$ cat src/rtl/rp_link_pkg.sv
// Shared types for the root port bring-up sequencer.
// Assumes: consumers import the package; no parameters live here.
package rp_link_pkg;

    typedef enum logic [2:0] {
        ST_IDLE     = 3'd0,
        ST_RST_LO   = 3'd1,
        ST_PRSNT    = 3'd2,
        ST_WAIT_DL  = 3'd3,
        ST_WAIT_ACT = 3'd4,
        ST_SHUT_RST = 3'd5,
        ST_SHUT_CLK = 3'd6
    } rp_state_e;

    localparam logic [3:0] PRSNT_EP_HERE = 4'hE;
    localparam logic [3:0] PRSNT_EP_GONE = 4'hF;

endpackage

$ cat src/rtl/rp_sync2.sv
// Two-flop synchronizer, one chain per bit.
// Assumes: each bit is an independent level; no bus coherence is needed.
module rp_sync2 #(
    parameter int W = 2
) (
    input  logic         clk,
    input  logic         rst_n,
    input  logic [W-1:0] d_async,
    output logic [W-1:0] q_sync
);
    for (genvar b = 0; b < W; b++) begin : g_bit
        logic meta_q;
        logic stab_q;

        // Capture, then re-time, one status bit.
        always_ff @(posedge clk) begin
            if (!rst_n) begin
                meta_q <= 1'b0;
                stab_q <= 1'b0;
            end else begin
                meta_q <= d_async[b];
                stab_q <= meta_q;
            end
        end

        assign q_sync[b] = stab_q;
    end
endmodule

$ cat src/rtl/rp_win_timer.sv
// Window timer: counts cycles since the last clear and flags the last
// cycle of a window of `limit` cycles.
// Assumes: limit >= 1 and is stable while not cleared.
module rp_win_timer #(
    parameter int CNT_W = 16
) (
    input  logic             clk,
    input  logic             rst_n,
    input  logic             clr,
    input  logic [CNT_W-1:0] limit,
    output logic             last
);
    logic [CNT_W-1:0] cnt_q;

    assign last = (cnt_q == limit - CNT_W'(1));

    // Count up from zero after each clear; hold at the last cycle.
    always_ff @(posedge clk) begin
        if (!rst_n || clr) begin
            cnt_q <= '0;
        end else if (!last) begin
            cnt_q <= cnt_q + CNT_W'(1);
        end
    end

    AST_TMR_NO_PASS_LIMIT: assert property (@(posedge clk) disable iff (!rst_n)
        (!clr && last) |=> (last || $past(clr) || !$stable(limit)));
endmodule

$ cat src/rtl/rp_link_bringup.sv
// Root port bring-up sequencer: enables the port clocks, pulses the port
// reset, forces presence, waits for data-link-up and then link-active,
// retries with a fresh reset pulse, and shuts a dead port down with the
// reset asserted before the reference clock is removed.
// Assumes: start is a one-cycle pulse; status inputs are asynchronous.
module rp_link_bringup #(
    parameter int CLK_HZ    = 125_000_000,
    parameter int RST_MS    = 1,
    parameter int DLUP_MS   = 150,
    parameter int ACT_MS    = 200,
    parameter int MAX_TRIES = 2,
    parameter bit CLKREQ_EN = 1'b1
) (
    input  logic       clk,
    input  logic       rst_n,
    input  logic       start,
    input  logic       dl_up_in,
    input  logic       link_act_in,
    output logic       refclk_en,
    output logic       clkreq_en,
    output logic       override_en,
    output logic       port_rst_n,
    output logic [3:0] prsnt_map,
    output logic       busy,
    output logic       pass,
    output logic       fail
);
    import rp_link_pkg::*;

    localparam longint unsigned RST_L = (longint'(CLK_HZ) * RST_MS) / 1000;
    localparam longint unsigned DL_L  = (longint'(CLK_HZ) * DLUP_MS) / 1000;
    localparam longint unsigned ACT_L = (longint'(CLK_HZ) * ACT_MS) / 1000;
    localparam longint unsigned MAX_L = (DL_L > ACT_L) ? ((DL_L > RST_L) ? DL_L : RST_L)
                                                       : ((ACT_L > RST_L) ? ACT_L : RST_L);
    localparam int CNT_W = $clog2(MAX_L + 1);
    localparam logic [CNT_W-1:0] RST_CYC = CNT_W'(RST_L);
    localparam logic [CNT_W-1:0] DL_CYC  = CNT_W'(DL_L);
    localparam logic [CNT_W-1:0] ACT_CYC = CNT_W'(ACT_L);
    localparam int TRY_W = (MAX_TRIES > 1) ? $clog2(MAX_TRIES) : 1;

    rp_state_e        state_q, state_d;
    logic [TRY_W-1:0] try_q;
    logic [1:0]       stat_s;
    logic             dl_s, act_s;
    logic             win_last, win_clr;
    logic [CNT_W-1:0] win_limit;
    logic             last_try, give_up, retry;

    rp_sync2 #(.W(2)) u_sync (
        .clk     (clk),
        .rst_n   (rst_n),
        .d_async ({link_act_in, dl_up_in}),
        .q_sync  (stat_s)
    );
    assign dl_s  = stat_s[0];
    assign act_s = stat_s[1];

    // Pick the window length for the state being timed.
    always_comb begin
        case (state_q)
            ST_RST_LO:   win_limit = RST_CYC;
            ST_WAIT_DL:  win_limit = DL_CYC;
            ST_WAIT_ACT: win_limit = ACT_CYC;
            default:     win_limit = CNT_W'(1);
        endcase
    end

    assign win_clr = (state_d != state_q);

    rp_win_timer #(.CNT_W(CNT_W)) u_timer (
        .clk   (clk),
        .rst_n (rst_n),
        .clr   (win_clr),
        .limit (win_limit),
        .last  (win_last)
    );

    assign last_try = (try_q == TRY_W'(MAX_TRIES - 1));
    assign give_up  = ((state_q == ST_WAIT_DL && !dl_s) ||
                       (state_q == ST_WAIT_ACT && !act_s)) && win_last;
    assign retry    = give_up && !last_try;

    // Next-state decision; a status seen on the final window cycle wins.
    always_comb begin
        state_d = state_q;
        case (state_q)
            ST_IDLE:     if (start) state_d = ST_RST_LO;
            ST_RST_LO:   if (win_last) state_d = ST_PRSNT;
            ST_PRSNT:    state_d = ST_WAIT_DL;
            ST_WAIT_DL:  if (dl_s) state_d = ST_WAIT_ACT;
                         else if (win_last) state_d = last_try ? ST_SHUT_RST : ST_RST_LO;
            ST_WAIT_ACT: if (act_s) state_d = ST_IDLE;
                         else if (win_last) state_d = last_try ? ST_SHUT_RST : ST_RST_LO;
            ST_SHUT_RST: state_d = ST_SHUT_CLK;
            ST_SHUT_CLK: state_d = ST_IDLE;
            default:     state_d = ST_IDLE;
        endcase
    end

    // State register.
    always_ff @(posedge clk) begin
        if (!rst_n) state_q <= ST_IDLE;
        else        state_q <= state_d;
    end

    // Attempt counter: cleared on start, advanced on each retry.
    always_ff @(posedge clk) begin
        if (!rst_n)                         try_q <= '0;
        else if (state_q == ST_IDLE && start) try_q <= '0;
        else if (retry)                     try_q <= try_q + TRY_W'(1);
    end

    // Port clock controls: on at start, reference clock off in shutdown.
    always_ff @(posedge clk) begin
        if (!rst_n) begin
            refclk_en   <= 1'b0;
            clkreq_en   <= 1'b0;
            override_en <= 1'b0;
        end else if (state_q == ST_IDLE && start) begin
            refclk_en   <= 1'b1;
            clkreq_en   <= CLKREQ_EN;
            override_en <= 1'b1;
        end else if (state_q == ST_SHUT_CLK) begin
            refclk_en   <= 1'b0;
        end
    end

    // Port reset: low during pulses and shutdown, released after a pulse.
    always_ff @(posedge clk) begin
        if (!rst_n)                                             port_rst_n <= 1'b0;
        else if (state_d == ST_RST_LO || state_d == ST_SHUT_RST) port_rst_n <= 1'b0;
        else if (state_d == ST_PRSNT)                           port_rst_n <= 1'b1;
    end

    // Presence mapping: forced to present once the first pulse ends.
    always_ff @(posedge clk) begin
        if (!rst_n)                   prsnt_map <= PRSNT_EP_GONE;
        else if (state_d == ST_PRSNT) prsnt_map <= PRSNT_EP_HERE;
    end

    // Run status and held outcome.
    always_ff @(posedge clk) begin
        if (!rst_n) begin
            busy <= 1'b0;
            pass <= 1'b0;
            fail <= 1'b0;
        end else begin
            busy <= (state_d != ST_IDLE);
            if (state_q == ST_IDLE && start) begin
                pass <= 1'b0;
                fail <= 1'b0;
            end else if (state_q == ST_WAIT_ACT && act_s) begin
                pass <= 1'b1;
            end else if (state_q == ST_SHUT_CLK) begin
                fail <= 1'b1;
            end
        end
    end

    AST_OUTCOME_EXCL: assert property (@(posedge clk) disable iff (!rst_n)
        !(pass && fail));
    AST_BUSY_HIDES_OUTCOME: assert property (@(posedge clk) disable iff (!rst_n)
        busy |-> (!pass && !fail));
    AST_RST_BEFORE_CLK_OFF: assert property (@(posedge clk) disable iff (!rst_n)
        $fell(refclk_en) |-> (!port_rst_n && $past(!port_rst_n)));
    AST_CLK_BEFORE_RELEASE: assert property (@(posedge clk) disable iff (!rst_n)
        $rose(port_rst_n) |-> (refclk_en && override_en));
    AST_PRSNT_CODE: assert property (@(posedge clk) disable iff (!rst_n)
        $rose(port_rst_n) |=> (prsnt_map == PRSNT_EP_HERE));
    AST_TRY_CAP: assert property (@(posedge clk) disable iff (!rst_n)
        retry |-> (try_q < TRY_W'(MAX_TRIES - 1)));
endmodule

$ cat config.mk
export PLATFORM = sky130hd
export DESIGN_NAME = rp_link_bringup
export DESIGN_NICKNAME = d
export VERILOG_FILES = /design/src/rtl/rp_link_pkg.sv /design/src/rtl/rp_sync2.sv /design/src/rtl/rp_win_timer.sv /design/src/rtl/rp_link_bringup.sv
export SDC_FILE = /design/constraint.sdc
export NUM_CORES = 1
export LEC_CHECK = 0
export BUFFER_PORTS_ARGS = -buffer_cell sky130_fd_sc_hd__buf_2
export CAP_MARGIN = 20
export CORE_MARGIN = 2
export CORE_UTILIZATION = 30
export CTS_BUF_LIST = sky130_fd_sc_hd__clkbuf_4
export CTS_CLUSTER_SIZE = 25
export DETAILED_ROUTE_END_ITERATION = 8
export GPL_TIMING_DRIVEN = 0
export HOLD_SLACK_MARGIN = 0.06
export SLEW_MARGIN = 20
export SYNTH_ARGS = -nofsm -noshare
export SYNTH_HDL_FRONTEND = slang
export SYNTH_SLANG_ARGS = --single-unit
$ cat constraint.sdc
create_clock -name clk -period 4.9 [get_ports clk]
set_input_delay 1.225 -clock clk [delete_from_list [all_inputs] [get_ports clk]]
set_output_delay 1.225 -clock clk [all_outputs]
set_load 0.01 [all_outputs]
==> results of run 1 <==
==> cells in the final DEF (no fill, tap or decap), types with 8 or more instances in the layout <==
| cell | n |
|---|---|
| nand2_1 | 12 |
| and2_1 | 8 |
| nor2_1 | 48 |
| a21oi_1 | 10 |
| inv_1 | 8 |
| buf_2 | 16 |
| nand3_1 | 9 |
| dfxtp_1 | 40 |
| xor2_1 | 8 |
| xnor2_1 | 16 |
| o21ai_0 | 9 |
==> cell type report <==
class | count | area, um2 | share of cell area, %
sequential | 40 | 800.8 | 34.82
inverter | 8 | 30.03 | 1.306
clock buffer | 7 | 52.55 | 2.285
tap | 80 | 100.1 | 4.353
clock inverter | 1 | 3.754 | 0.1632
timing repair buffer | 11 | 55.05 | 2.394
buffer | 15 | 78.83 | 3.428
multi-input combinational | 194 | 1179 | 51.25
==> stage by stage <==
| step | hold slack (ns) | power, mW | std cells | utilization (%) | cell area (um2) |
|---|---|---|---|---|---|
| 2_1_floorplan | 0.4119 | 0.7006 | 257 | - | 2088 |
| 3_3_place_gp | 0.4148 | 0.7847 | 348 | 33.20 | 2243 |
| 3_5_place_dp | 0.4203 | 0.7889 | 348 | 33.20 | 2243 |
| 4_1_cts | 0.4471 | 0.9625 | 356 | 34.04 | 2300 |
| 5_1_grt | 0.4554 | 1.036 | 356 | 34.04 | 2300 |
| 6_report | 0.4412 | 0.9553 | 356 | 34.04 | 2300 |
==> per-layer routing <==
layer  GRT usage [%]  wire length, um  vias to the layer above
met5               0                0                        -
met4           2.378               37                        0
met3           4.645              179                        4
met2           19.97             1929                       35
met1           16.48             2263                      815
li1                -                -                      917
==> cell families (layout without fill, tap and decap cells) <==
logic type | after synthesis | count (layout) | synth area share [%]
AO/OA/AOI/OAI | 44 | 44 | 14.91
buffers and inverters | 23 | 42 | 5.231
XOR/XNOR | 24 | 24 | 10.10
other | 1 | 3 | 0.1802
flip-flops | 40 | 40 | 38.48
adder cells (fa/ha/maj) | 1 | 1 | 0.6012
multiplexers | 2 | 2 | 0.9622
AND/OR/NAND/NOR | 120 | 120 | 29.53
==> sequential cells by signal, indices dropped and copies added, names as in the netlist <==
| name | count |
|---|---|
| fail | 1 |
| prsnt_map | 1 |
| busy | 1 |
| u_timer.cnt_q | 25 |
| state_q | 3 |
| u_sync.g_bit.stab_q | 2 |
| override_en | 1 |
| port_rst_n | 1 |
| pass | 1 |
| u_sync.g_bit.meta_q | 2 |
| last_try | 1 |
| refclk_en | 1 |
==> worst register-to-register path, delay by kind of cell (launching register included) <==
kind                   cells  cell delay, ns
AOI/OAI and AO/OA          4            0.86
buffers and inverters      1            0.16
DFF                        1            0.38
muxes                      1            0.38
and+or+nand+nor            3            0.92
==> power groups by stage <==
stage | registers [mW] | logic (mW) | clock network, mW
6_report | 0.387 | 0.397 | 0.172
5_1_grt | 0.393 | 0.446 | 0.197
4_1_cts | 0.386 | 0.397 | 0.179
3_5_place_dp | 0.394 | 0.395 | 0
3_3_place_gp | 0.393 | 0.392 | 0
2_1_floorplan | 0.395 | 0.306 | 0
==> worst paths after layout <==
kind	end	slack [ns]	cells after the start
max	port_rst_n	2.10	9
min	u_sync.g_bit[0].stab_q	0.44	1
max reg2reg	port_rst_n	2.10	9
min reg2reg	u_sync.g_bit[0].stab_q	0.44	1
==> results.py, run 1 <==
metrics = {
    "worst_hold_path": {
        "hold_start": "u_sync.g_bit[0].meta_q",
        "worstHoldPathType": "reg -> reg",
    },
    "setup_path": {
        "setup.worst_path.class": "reg -> reg",
        "cpMaxStageDelayCell": "dfxtp_1",
        "slowest_delay_ns": 0.38,
        "worst_setup_path_start_kind": "flop",
        "critPathArrivalTime_ns": 3.05,
        "cp_max_fo": 10,
        "cp_top_family": "simple AND/OR/NAND/NOR gates",
        "r2r_start": "state_q[0]",
        "cp.required_ns": 5.15,
        "cp_num_buf_inv": 1,
        "startpoint": "state_q[0]",
        "critPathCaptureType": "flop",
        "worstPathCellList": "and3b_1, clkbuf_2, or3_1, a211oi_2, o2111ai_2, nor3_4, mux2i_1, a21oi_2, a32o_1",
    },
    "clock_tree": {
        "cts_resized": 0,
        "post-cts-setup-buffers": 0,
        "cts.clk_slew.worst_paths_ns": 0.11,
        "cts_sinks": 40,
        "clockBufferDepth": 2,
        "cts_max_level": 2,
        "holdBufCountCts": 0,
        "cts-root-buf": "clkbuf_4",
        "worstSkewPairLatency_ns": 0.35,
        "cts_inserted_buffers": 5,
        "cts_tree": "yes",
    },
    "finish": {
        "layout-drive-gt1-share_pct": 12.68,
        "fin_nets": 281,
        "syn_to_final_growth_pct": 10.52,
        "fillCellCount": 736,
        "diodes": 0,
    },
    "pwr": {
        "ir_drop_mv": 0.1842,
        "switchingPower_uw": 374.6,
        "leakagePower_nw": 0.8341,
        "sequentialPowerShare_pct": 40.5,
        "p_per_area_mw_per_mm2": 415.4,
        "combPwrFrac_pct": 41.6,
        "swShare_pct": 39.22,
        "clockPowerShare_pct": 18.0,
        "p_int_uw": 580.7,
    },
    "synth": {
        "yosys-top-cells-area": "dfxtp_1 38%, nor2_1 8.7%, xnor2_1 6.7%",
        "synth_ff_type": "dfxtp_1",
        "yosys_register_bits": 40,
        "yosysSeqAreaShare_pct": 38.48,
        "synth_edf_count": 0,
        "synth_largest_area_cell": "dfxtp_1",
        "synth.most_common_cell": "nor2_1",
        "ys_types": 53,
        "synth_area_mm2": 0.002081,
        "netlist.area_leader.share_pct": 38.48,
        "synthTopCellsByCount": "48 x nor2_1, 40 x dfxtp_1, 16 x xnor2_1",
        "synth_area_per_cell_um2": 8.160,
        "yosysWarnings": 0,
        "synthCells": 255,
        "async_reset_ff_share_pct": 0,
    },
    "timing": {
        "skew_ns": 0.01067,
        "max_freq_ghz": 0.3577,
        "setup_ws_ns": 2.104,
        "slew_headroom_pct": 43.71,
        "finalSetupViolCount": 0,
        "drv_slew": 0,
        "final-hold-violation-count": 0,
        "rsz0062_at_grt": "false",
        "finalCriticalPeriod_ns": 2.796,
        "fin_crit_sh_pct": 57.06,
        "fin_tns_setup_ns": 0,
        "worstMarginPinSlew_ns": 0.8372,
    },
    "route": {
        "ant_nets": 0,
        "num_vias": 1771,
        "drt_iter0_drc": 78,
        "wl_um": 4410,
        "vias_per_cell": 4.975,
        "drc_errors": 0,
        "wl_per_cell_um": 12.39,
        "dr.pass1.iters": 4,
    },
    "outcome": {
        "status": "finished clean",
    },
    "place": {
        "dp.final_hpwl_um": 3267,
        "place_ws_ns": 2.117,
        "place_congestion": 0.8134,
        "portBuffers": 11,
    },
    "die": {
        "die_height_um": 87.28,
        "core_mm2": 0.006756,
        "die_w_um": 87.28,
        "rows": 30,
        "initial_core_util_pct": 30.80,
        "io_pins": 16,
        "dieArea_mm2": 0.007618,
    },
    "global_routing": {
        "grt_max_degree": 12,
        "track_usage_pct": 12.59,
        "grt_pass1_vias": 1635,
        "antenna_found_initial": 0,
        "overflow": 0,
        "grt_pass1_wl_um": 7624,
    },
    "run": {
        "cap_violations": 0,
    },
}
Power figures use the tool's default switching activity.
==> run 2, diff against run 1 <==
Clock period 4.9 ns to 2.8 ns, I/O delays scaled along.
==> results.py, run 2 (synthesis results as in run 1) <==
metrics = {
    "outcome": {
        "status": "finished clean",
    },
    "setup_path": {
        "cp_max_fo": 7,
        "cp_num_buf_inv": 1,
        "r2r_start": "state_q[1]",
        "critPathCaptureType": "flop",
        "setup.worst_path.class": "reg -> reg",
        "cp.required_ns": 3.06,
        "cp.depth": 9,
        "reg2reg_depth": 9,
        "worstPathCellList": "and3b_1, clkbuf_2, or3_1, a211oi_2, o2111ai_4, nor3_4, mux2i_4, a21oi_2, a32o_1",
        "worst_setup_path_start_kind": "flop",
        "crit_end": "port_rst_n",
        "critPathArrivalTime_ns": 2.93,
        "startpoint": "state_q[1]",
        "slowest_delay_ns": 0.39,
        "cpMaxStageDelayCell": "dfxtp_1",
        "cp_top_family": "simple AND/OR/NAND/NOR gates",
        "r2r-end": "port_rst_n",
        "r2r_slack_ns": 0.13,
    },
    "route": {
        "wl_per_cell_um": 12.63,
        "wl_um": 4547,
        "route.top_layer_used": "met4",
        "drt_iter0_drc": 113,
        "wl_met1_um": 2262,
        "dr_wl_met2_um": 2019,
        "drc_errors": 0,
        "met3WireLength_um": 212,
        "ant_nets": 0,
        "vias_per_cell": 5.011,
        "num_vias": 1804,
        "dr.pass1.iters": 5,
    },
    "global_routing": {
        "overflow": 0,
        "grt_max_degree": 12,
        "antenna_found_initial": 0,
        "grt_pass1_wl_um": 7645,
        "grt_pass1_vias": 1641,
        "track_usage_pct": 12.61,
    },
    "die": {
        "initial_core_util_pct": 30.80,
        "core_mm2": 0.006756,
        "rows": 30,
        "die_w_um": 87.28,
        "dieArea_mm2": 0.007618,
        "die_height_um": 87.28,
        "io_pins": 16,
    },
    "run": {
        "cap_violations": 0,
    },
    "place": {
        "place_congestion": 0.8134,
        "dp.final_hpwl_um": 3267,
        "place_ws_ns": 0.01672,
        "portBuffers": 11,
    },
    "finish": {
        "diodes": 0,
        "syn_to_final_growth_pct": 14.91,
        "layout-drive-gt1-share_pct": 16.79,
        "layout_common_cells": "48 x nor2_1, 39 x dfxtp_1, 16 x xnor2_1",
        "largest_reg_flops": 25,
        "largest-register": "u_timer.cnt_q",
        "fin_nets": 285,
        "largestRegisters": "u_timer.cnt_q: 25 flops, state_q: 3 flops",
        "final_common_cell": "nor2_1",
        "fillCellCount": 728,
    },
    "timing": {
        "fin_crit_sh_pct": 95.27,
        "finalSetupViolCount": 0,
        "drv_slew": 0,
        "finalCriticalPeriod_ns": 2.668,
        "max_freq_ghz": 0.3749,
        "skew_ns": 0.01111,
        "worstMarginPinSlew_ns": 0.6088,
        "slew_headroom_pct": 59.17,
        "setup_ws_ns": 0.1324,
        "final-hold-violation-count": 0,
    },
    "clock_tree": {
        "cts-root-buf": "clkbuf_4",
        "clockBufferDepth": 2,
        "worstSkewPairLatency_ns": 0.36,
        "cts_max_level": 2,
        "cts_inserted_buffers": 5,
        "cts.clk_slew.worst_paths_ns": 0.11,
        "holdBufCountCts": 0,
        "cts_tree": "yes",
        "cts_sinks": 40,
    },
    "pwr": {
        "power_mw": 1.821,
        "ir_drop_mv": 0.3370,
        "p_per_area_mw_per_mm2": 761.6,
        "leakagePower_nw": 0.8712,
    },
    "worst_hold_path": {
        "worstHoldPathType": "reg -> reg",
    },
}
run 2: what timing repair did:
item,4_1_cts,5_1_grt
pin swaps,1,4
buffers inserted,1,3
resized for setup,0,19
setup endpoints to repair,4,23
run 2: power breakdown:
part / internal [mW] / total (mW) / switching [mW]
registers: 0.627 / 0.682 / 0.0551
logic: 0.366 / 0.836 / 0.470
clock network: 0.116 / 0.303 / 0.187
total: 1.11 / 1.82 / 0.713
run 2: worst min-delay path by stage:
stage / from / end / slack (ns) / cells past startpoint
after floorplan: u_sync.g_bit[0].meta_q / u_sync.g_bit[0].stab_q / 0.41 / 1
after global placement: u_sync.g_bit[0].meta_q / u_sync.g_bit[0].stab_q / 0.41 / 1
after detailed placement: u_sync.g_bit[0].meta_q / u_sync.g_bit[0].stab_q / 0.42 / 1
after CTS: u_sync.g_bit[0].meta_q / u_sync.g_bit[0].stab_q / 0.45 / 1
after global routing: u_sync.g_bit[0].meta_q / u_sync.g_bit[0].stab_q / 0.46 / 1
final: u_sync.g_bit[0].meta_q / u_sync.g_bit[0].stab_q / 0.44 / 1
run 2: area by class of cell:
cell class / count / area (um2) / area share [%]
sequential: 40 / 802.0 / 33.54
clock buffer: 7 / 52.55 / 2.198
clock inverter: 1 / 3.754 / 0.1570
multi-input combinational: 194 / 1226 / 51.28
tap: 80 / 100.1 / 4.186
timing repair buffer: 15 / 85.08 / 3.558
inverter: 8 / 30.03 / 1.256
buffer: 15 / 91.34 / 3.820
run 2: stage by stage:
stage | setup TNS (ns) | hold WS, ns | instance area [um2] | utilization, % | instances
global placement | 0 | 0.4148 | 2243 | 33.20 | 348
global route | -0.07197 | 0.4554 | 2391 | 35.39 | 360
floorplan | 0 | 0.4119 | 2088 | - | 257
CTS | 0 | 0.4471 | 2307 | 34.15 | 357
finish | 0 | 0.4410 | 2391 | 35.39 | 360
detailed placement | 0 | 0.4203 | 2243 | 33.20 | 348
run 2: layer usage:
metal	vias to the layer above	global-route usage, %
li1	923	-
met4	0	2.378
met3	5	4.645
met5	-	0
met2	38	20.04
met1	838	16.48
run 2: worst register-to-register path, cell delays in order, from the launching register on:
cell	delay (ns)
dfxtp_1	0.39
and3b_1	0.18
clkbuf_2	0.17
or3_1	0.35
a211oi_2	0.27
o2111ai_4	0.22
nor3_4	0.32
mux2i_4	0.33
a21oi_2	0.09
a32o_1	0.27
